===== src/rtl/dbgctl_pkg.sv =====
package dbgctl_pkg;

    typedef struct packed {
        logic run_other;
        logic run_main;
    } run_cfg_t;

    typedef struct packed {
        logic ext;
        logic other;
        logic main;
    } clk_en_t;

    localparam logic SEL_RUN  = 1'b0;
    localparam logic SEL_BASE = 1'b1;

    function automatic logic [31:0] align_down(input logic [31:0] addr, input int unsigned bytes);
        return addr & ~(bytes - 1);
    endfunction

endpackage


===== src/rtl/dbg_brk_sync.sv =====
module dbg_brk_sync #(
    parameter int STAGES = 2
) (
    input  logic clk,
    input  logic rst,
    input  logic brk_n_i,
    output logic fall_o
);
    logic [STAGES-1:0] sh;
    logic              prev;

    always_ff @(posedge clk) begin
        if (rst) begin
            sh   <= '1;
            prev <= 1'b1;
        end else begin
            sh   <= {sh[STAGES-2:0], brk_n_i};
            prev <= sh[STAGES-1];
        end
    end

    assign fall_o = prev & ~sh[STAGES-1];

    // a held-low line gives a single-cycle event
    a_r2_one_pulse: assert property (@(posedge clk) disable iff (rst)
        fall_o |=> !fall_o);
endmodule


===== src/rtl/dbg_state.sv =====
module dbg_state (
    input  logic clk,
    input  logic rst,
    input  logic brk_insn_i,
    input  logic brk_fall_i,
    input  logic retd_i,
    output logic mode_o
);
    logic mode_q;
    logic pend_q;
    logic req;

    assign req = brk_insn_i | brk_fall_i | pend_q;

    always_ff @(posedge clk) begin
        if (rst) begin
            mode_q <= 1'b0;
            pend_q <= 1'b0;
        end else begin
            pend_q <= 1'b0;
            if (mode_q && retd_i) begin
                mode_q <= 1'b0;
                pend_q <= brk_insn_i | brk_fall_i;
            end else if (!mode_q && req) begin
                mode_q <= 1'b1;
            end
        end
    end

    assign mode_o = mode_q;

    a_r1_enter: assert property (@(posedge clk) disable iff (rst)
        (!mode_o && brk_insn_i) |=> mode_o);
    a_r3_hold: assert property (@(posedge clk) disable iff (rst)
        (mode_o && !retd_i) |=> mode_o);
    a_r3_exit: assert property (@(posedge clk) disable iff (rst)
        (mode_o && retd_i) |=> !mode_o);
    a_r11_reenter: assert property (@(posedge clk) disable iff (rst)
        (mode_o && retd_i && brk_insn_i) |=> !mode_o ##1 mode_o);
endmodule


===== src/rtl/dbg_cfg_regs.sv =====
module dbg_cfg_regs
    import dbgctl_pkg::*;
#(
    parameter int              ADDR_W     = 24,
    parameter logic [31:0]     WORK_BASE  = 32'h0000_7FC0,
    parameter int unsigned     WORK_BYTES = 64
) (
    input  logic              clk,
    input  logic              rst,
    input  logic              we_i,
    input  logic [1:0]        wdata_i,
    input  logic              rd_sel_i,
    output logic [ADDR_W-1:0] rdata_o,
    output run_cfg_t          run_o
);
    localparam logic [ADDR_W-1:0] BASE_AL = ADDR_W'(align_down(WORK_BASE, WORK_BYTES));

    run_cfg_t run_q;

    always_ff @(posedge clk) begin
        if (rst)       run_q <= '0;
        else if (we_i) run_q <= wdata_i;
    end

    always_comb begin
        if (rd_sel_i == SEL_BASE) rdata_o = BASE_AL;
        else                      rdata_o = {{(ADDR_W-2){1'b0}}, run_q};
    end

    assign run_o = run_q;

    a_r7_write: assert property (@(posedge clk) disable iff (rst)
        we_i |=> (run_o == $past(wdata_i)));
    a_r9_base_aligned: assert property (@(posedge clk) disable iff (rst)
        (rd_sel_i == SEL_BASE) |-> (rdata_o[5:0] == 6'd0));
endmodule


===== src/rtl/dbg_halt_gate.sv =====
module dbg_halt_gate
    import dbgctl_pkg::*;
#(
    parameter int IRQ_N = 8
) (
    input  logic             clk,
    input  logic             rst,
    input  logic             mode_i,
    input  run_cfg_t         run_i,
    input  logic [IRQ_N-1:0] irq_i,
    input  logic             nmi_i,
    output logic [IRQ_N-1:0] irq_o,
    output logic             nmi_o,
    output clk_en_t          en_o
);
    assign irq_o    = mode_i ? '0 : irq_i;
    assign nmi_o    = nmi_i & ~mode_i;
    assign en_o.main  = ~mode_i | run_i.run_main;
    assign en_o.other = ~mode_i | run_i.run_other;
    assign en_o.ext   = 1'b1;

    a_r4_masked: assert property (@(posedge clk) disable iff (rst)
        mode_i |-> (irq_o == '0 && !nmi_o));
    a_r5_main_halt: assert property (@(posedge clk) disable iff (rst)
        (mode_i && !run_i.run_main) |-> !en_o.main);
    a_r6_other_halt: assert property (@(posedge clk) disable iff (rst)
        (mode_i && !run_i.run_other) |-> !en_o.other);
    a_r12_free_run: assert property (@(posedge clk) disable iff (rst)
        !mode_i |-> (en_o.main && en_o.other && irq_o == irq_i));
endmodule


===== src/rtl/dbg_halt_ctrl.sv =====
module dbg_halt_ctrl
    import dbgctl_pkg::*;
#(
    parameter int          IRQ_N      = 8,
    parameter int          ADDR_W     = 24,
    parameter int          SYNC_STG   = 2,
    parameter logic [31:0] WORK_BASE  = 32'h0000_7FC0,
    parameter int unsigned WORK_BYTES = 64
) (
    input  logic              clk,
    input  logic              rst,
    input  logic              brk_insn_i,
    input  logic              retd_i,
    input  logic              brk_n_i,
    input  logic [IRQ_N-1:0]  irq_i,
    input  logic              nmi_i,
    input  logic              cfg_we_i,
    input  logic [1:0]        cfg_wdata_i,
    input  logic              rd_sel_i,
    output logic [ADDR_W-1:0] rd_data_o,
    output logic [IRQ_N-1:0]  irq_o,
    output logic              nmi_o,
    output logic              dbg_mode_o,
    output logic              pclk_en_o,
    output logic              oclk_en_o,
    output logic              xclk_en_o
);
    logic     brk_fall;
    logic     mode;
    run_cfg_t run;
    clk_en_t  en;

    dbg_brk_sync #(.STAGES(SYNC_STG)) u_sync (
        .clk(clk), .rst(rst), .brk_n_i(brk_n_i), .fall_o(brk_fall)
    );

    dbg_state u_state (
        .clk(clk), .rst(rst), .brk_insn_i(brk_insn_i),
        .brk_fall_i(brk_fall), .retd_i(retd_i), .mode_o(mode)
    );

    dbg_cfg_regs #(.ADDR_W(ADDR_W), .WORK_BASE(WORK_BASE), .WORK_BYTES(WORK_BYTES)) u_cfg (
        .clk(clk), .rst(rst), .we_i(cfg_we_i), .wdata_i(cfg_wdata_i),
        .rd_sel_i(rd_sel_i), .rdata_o(rd_data_o), .run_o(run)
    );

    dbg_halt_gate #(.IRQ_N(IRQ_N)) u_gate (
        .clk(clk), .rst(rst), .mode_i(mode), .run_i(run),
        .irq_i(irq_i), .nmi_i(nmi_i), .irq_o(irq_o), .nmi_o(nmi_o), .en_o(en)
    );

    assign dbg_mode_o = mode;
    assign pclk_en_o  = en.main;
    assign oclk_en_o  = en.other;
    assign xclk_en_o  = en.ext;

    a_r10_ignore_nested: assert property (@(posedge clk) disable iff (rst)
        (dbg_mode_o && !retd_i && brk_insn_i) |=> dbg_mode_o);
endmodule


===== config.mk =====
export PLATFORM = sky130hd
export DESIGN_NAME = dbg_halt_ctrl
export DESIGN_NICKNAME = d
export VERILOG_FILES = /design/src/rtl/dbgctl_pkg.sv /design/src/rtl/dbg_brk_sync.sv /design/src/rtl/dbg_state.sv /design/src/rtl/dbg_cfg_regs.sv /design/src/rtl/dbg_halt_gate.sv /design/src/rtl/dbg_halt_ctrl.sv
export SDC_FILE = /design/constraint.sdc
export NUM_CORES = 1
export LEC_CHECK = 0
export BUFFER_PORTS_ARGS = -buffer_cell sky130_fd_sc_hd__buf_4
export CAP_MARGIN = 20
export CORE_UTILIZATION = 30
export DETAILED_ROUTE_END_ITERATION = 8
export GPL_TIMING_DRIVEN = 1
export PLACE_DENSITY = 0.71
export SKIP_LAST_GASP = 1
export SYNTH_ARGS = -nofsm -noshare
export SYNTH_HDL_FRONTEND = slang
export SYNTH_SLANG_ARGS = --single-unit

===== constraint.sdc =====
create_clock -name clk -period 1.2 [get_ports clk]
set_input_delay 0.06 -clock clk [delete_from_list [all_inputs] [get_ports clk]]
set_output_delay 0.06 -clock clk [all_outputs]
set_load 0.02 [all_outputs]

# After elaboration in Yosys (flattened, before gate mapping)

Index checks and enable logic that the tools add are counted.

Register bits after elaboration: 7
Logic and storage cells: 22

Mux-type cells: 2
Bitwise gates (word level): 9
Reduce and logical (&&, ||, !) cells: 5

Operators by type and width:

| kind               | count |
|---|---|
| 15-bit two-way mux | 1 |
| 8-bit two-way mux  | 1 |
| 1-bit bitwise OR   | 4 |
| 2-bit OR reduction | 2 |
| 1-bit NOT          | 3 |
| 1-bit AND          | 2 |
| 1-bit logical AND  | 2 |
| 1-bit logical NOT  | 1 |

# Depth between registers and ports, before layout

Depth in word-level cells: 5
Depth in mapped cells: 3
Gate-level depth less buffers: 2

# Modules after synthesis

From an unflattened synthesis, not the netlist that was laid out.

Cell total of the unflattened synthesis: 58
Area total of the unflattened synthesis: 530.5 µm²

Modules (own cells, without submodules):

| module        | times used | cells each | area each (µm²) |
|---|---|---|---|
| dbg_cfg_regs  | 1          | 31         | 249.0 |
| dbg_halt_gate | 1          | 14         | 131.4 |
| dbg_brk_sync  | 1          | 7          | 85.1 |
| dbg_state     | 1          | 6          | 65.1 |

# Least setup slack after synthesis

OpenSTA, ideal clock, no wires.

Kind: register to output
Start point: register u_state.mode_q, in the netlist u_state.mode_o
End point: output irq_o[0]
Arrival: 890 ps
Required time: 1,140 ps
Slack: 250 ps
Stages on the path, launching flop included: 3
Buffers on the path: 1
Cell sequence: dfxtp_1 -> buf_6 -> and2b_1

Word-level cells in the longest chain between the ends: 1

Ends and longest elaborated chain:

| element                  | line                | text |
|---|---|---|
| start: declaration       | dbg_state.sv:9      | `logic mode_q;` |
| start signal: assignment | dbg_state.sv:17     | `mode_q <= 1'b0;` |
| start signal: assignment | dbg_state.sv:22     | `mode_q <= 1'b0;` |
| start signal: assignment | dbg_state.sv:25     | `mode_q <= 1'b1;` |
| 8-bit two-way mux        | dbg_halt_gate.sv:16 | `assign irq_o = mode_i ? '0 : irq_i;` |
| end: declaration         | dbg_halt_ctrl.sv:21 | `output logic [IRQ_N-1:0] irq_o,` |

Every way passes these cells.

# Final worst setup path

Start point: register u_state.mode_q, in the netlist u_state.mode_o
End point: output pclk_en_o

Word-level cells in the longest chain between the ends: 2

Ends and longest elaborated chain:

| element          | line                | text |
|---|---|---|
| 1-bit NOT        | dbg_halt_gate.sv:18 | `assign en_o.main = ~mode_i \| run_i.run_main;` |
| 1-bit bitwise OR | dbg_halt_gate.sv:18 |  |
| end: declaration | dbg_halt_ctrl.sv:24 | `output logic pclk_en_o,` |

Every way passes these cells.

==> results.yml <==
pwr:
  seq_power_share_pct: 33.6
  ir_drop_mv: 0.575
  comb_power_share_pct: 37.9
  swShare_pct: 34.8
  power.leakage_nw: 0.414
  p_clk_share_pct: 28.6
  intPower_mw: 0.502
  power.switching_mw: 0.267
  powerDensity_mw_per_mm2: 1030
sta:
  fin_crit_ns: 1.13
  fmax_mhz: 889
  finalCritPeriodShare_pct: 93.8
  skew_ns: 0.00585
  slew_violations: 0
  rsz0062_at_grt: "false"
  setup_viol: 0
  hold_violations: 0
  tns_ns: 0
clock_tree:
  cts_max_path_buffers: 2
  cts_tree: "done"
  cts_root_buffer: "clkbuf_4"
  cts_setup_buffers: 0
  numCtsBuffers: 3
  path_clk_slew_ns: 0.06
  cts_sinks: 7
  clk_latency_ns: 0.26
  htreeDepth: 1
grt:
  grt_pass1_wl_mm: 1.32
  antenna_found_initial: 0
  busiest_layer: "met2"
  grt_max_degree: 16
  grt_use_total_pct: 10.3
  grt_overflow: 0
  gr-usage-met2_pct: 17.9
  grtUsageMet1_pct: 7.67
  use_met3_pct: 5.00
  grt_pass1_vias: 359
route:
  via_per_inst: 4.09
  final_antenna_net_count: 0
  drc_errors: 14
  routed-via-count: 450
  first_pass_iters: 6
  wl_um: 986
  dr.first_iter.drc_count: 17
  avgRoutedWirePerCell_um: 8.96
synth:
  postSynthCellCount: 60
  synth_seq_cells: 7
  avgSynthCellArea_um2: 8.61
  yosysTopAreaCellShare_pct: 33.4
  syn_area_um2: 517
  seq_area_frac_synth_pct: 27.1
  yosysTopAreaCell: "buf_4"
  netlist_top_cells_area: "buf_4, dfxtp_1, and2b_1"
  yosysUniqueCellTypes: 16
  yosysWarnings: 0
die:
  die_h_um: 43.5
  initial_utilization_pct: 33.1
  dieArea_mm2: 0.00189
  ioPinCount: 55
  die_w_um: 43.5
  core_region_area_mm2: 0.00156
  rows: 14
placement:
  io_buffers: 40
  place_area_um2: 698
  hpwlAfterDp_um: 807
  globalplace.congestion: 0.582
layout:
  final_cell_mix: "buf_4, conb_1, and2b_1"
  design_area_um2: 749
  drive_gt1_share_pct: 53.2
  final_common_cell: "buf_4"
  diodes: 0
  area_growth_pct: 45.0
  final_net_count: 113
critical_path:
  start_kind: "register"
  cp-end-kind: "output pin"
  critPathMaxFanout: 15
  required_ns: 1.14
  r2r_start: "u_sync.sh[1]$_SDFF_PP1_"
  crit_type: "register to output pin"
  critPathArrivalTime_ns: 1.07
  timing.critical_path.from: "u_state.mode_o$_SDFFE_PP0P_"
outcome:
  violations: "design-rule violations"
  status: "finished with violations"
worst_hold_path:
  hp-start: "cfg_wdata_i[0]"
  hp-class: "primary input to register"
flow_run:
  maxCapViolCount: 0
==> power groups by stage <==
stage               clock (mW)  sequential, mW  combinational [mW]
floorplan                    0           0.260               0.218
global placement             0           0.263               0.285
detailed placement           0           0.264               0.288
CTS                      0.232           0.259               0.293
global route             0.247           0.261               0.307
finish                   0.220           0.258               0.291
==> worst max-delay path, stage by stage (launching register included) <==
cell     delay [ns]
dfxtp_4        0.41
or2b_1         0.24
buf_4          0.16
==> path summary, 6_finish.rpt <==
path / endpoint / slack, ns / cells after the start
worst min-delay path: u_cfg.run_o[0]$_SDFFE_PP0P_ / 0.04 / 3
worst max register to register: u_state.pend_q$_SDFF_PP0_ / 0.45 / 2
worst max-delay path: pclk_en_o / 0.07 / 2
worst min register to register: u_sync.sh[1]$_SDFF_PP1_ / 0.40 / 1
==> sequential cells by signal, summed over array words and instances (netlist names) <==
name	cells
u_sync.sh	2
u_state.mode_o	1
u_cfg.run_o	2
u_sync.prev	1
u_state.pend_q	1
==> routing by layer <==
layer / vias to the layer above / part of all wire (%)
met5: - / 0
met4: 0 / 3.8
met3: 5 / 15
met2: 37 / 51
met1: 194 / 31
li1: 214 / -
==> logic make-up after synthesis <==
family,Yosys count,synth area share [%]
AOI/OAI and AO/OA,3,5.09
buffers and inverters,25,36.3
DFF,7,27.1
muxes,2,3.87
other,2,1.45
and+or+nand+nor,21,26.2
==> layout make-up <==
| type | count | area [um^2] |
|---|---|---|
| Clock buffer | 3 | 22.5 |
| Clock inverter | 1 | 5.00 |
| Fill cell | 151 | 810 |
| Inverter | 1 | 3.75 |
| Multi-Input combinational cell | 40 | 234 |
| Sequential cell | 7 | 144 |
| Tap cell | 16 | 20.0 |
| Timing Repair Buffer | 42 | 320 |
==> stage by stage <==
stage	utilization, %	instances	hold WS, ns	worst slack, ns	total power [mW]
after floorplan	-	72	0.125	0.250	0.478
after global placement	44.8	104	0.246	0.185	0.548
after detailed placement	44.8	104	0.254	0.160	0.552
after CTS	48.1	110	0.0329	0.0502	0.784
after global routing	48.1	110	0.0396	0.00191	0.816
final	48.1	110	0.0387	0.0749	0.769
==> synthesized netlist by cell type <==
| master | number |
|---|---|
| a211oi_2 | 1 |
| a21o_1 | 1 |
| a31oi_1 | 1 |
| and2b_1 | 7 |
| buf_4 | 23 |
| buf_6 | 1 |
| conb_1 | 2 |
| dfxtp_1 | 7 |
| inv_1 | 1 |
| mux2i_1 | 2 |
| nand2_2 | 1 |
| nand2b_1 | 1 |
| nor2_1 | 3 |
| nor2b_1 | 4 |
| or2_2 | 3 |
| or2b_1 | 2 |
==> timing repair <==
item	4_1_cts	5_1_grt
hold buffers	2	0
resized for setup	2	0
endpoints found under the hold margin	2	0
setup endpoints to repair	9	0
Power figures use the tool's default switching activity.
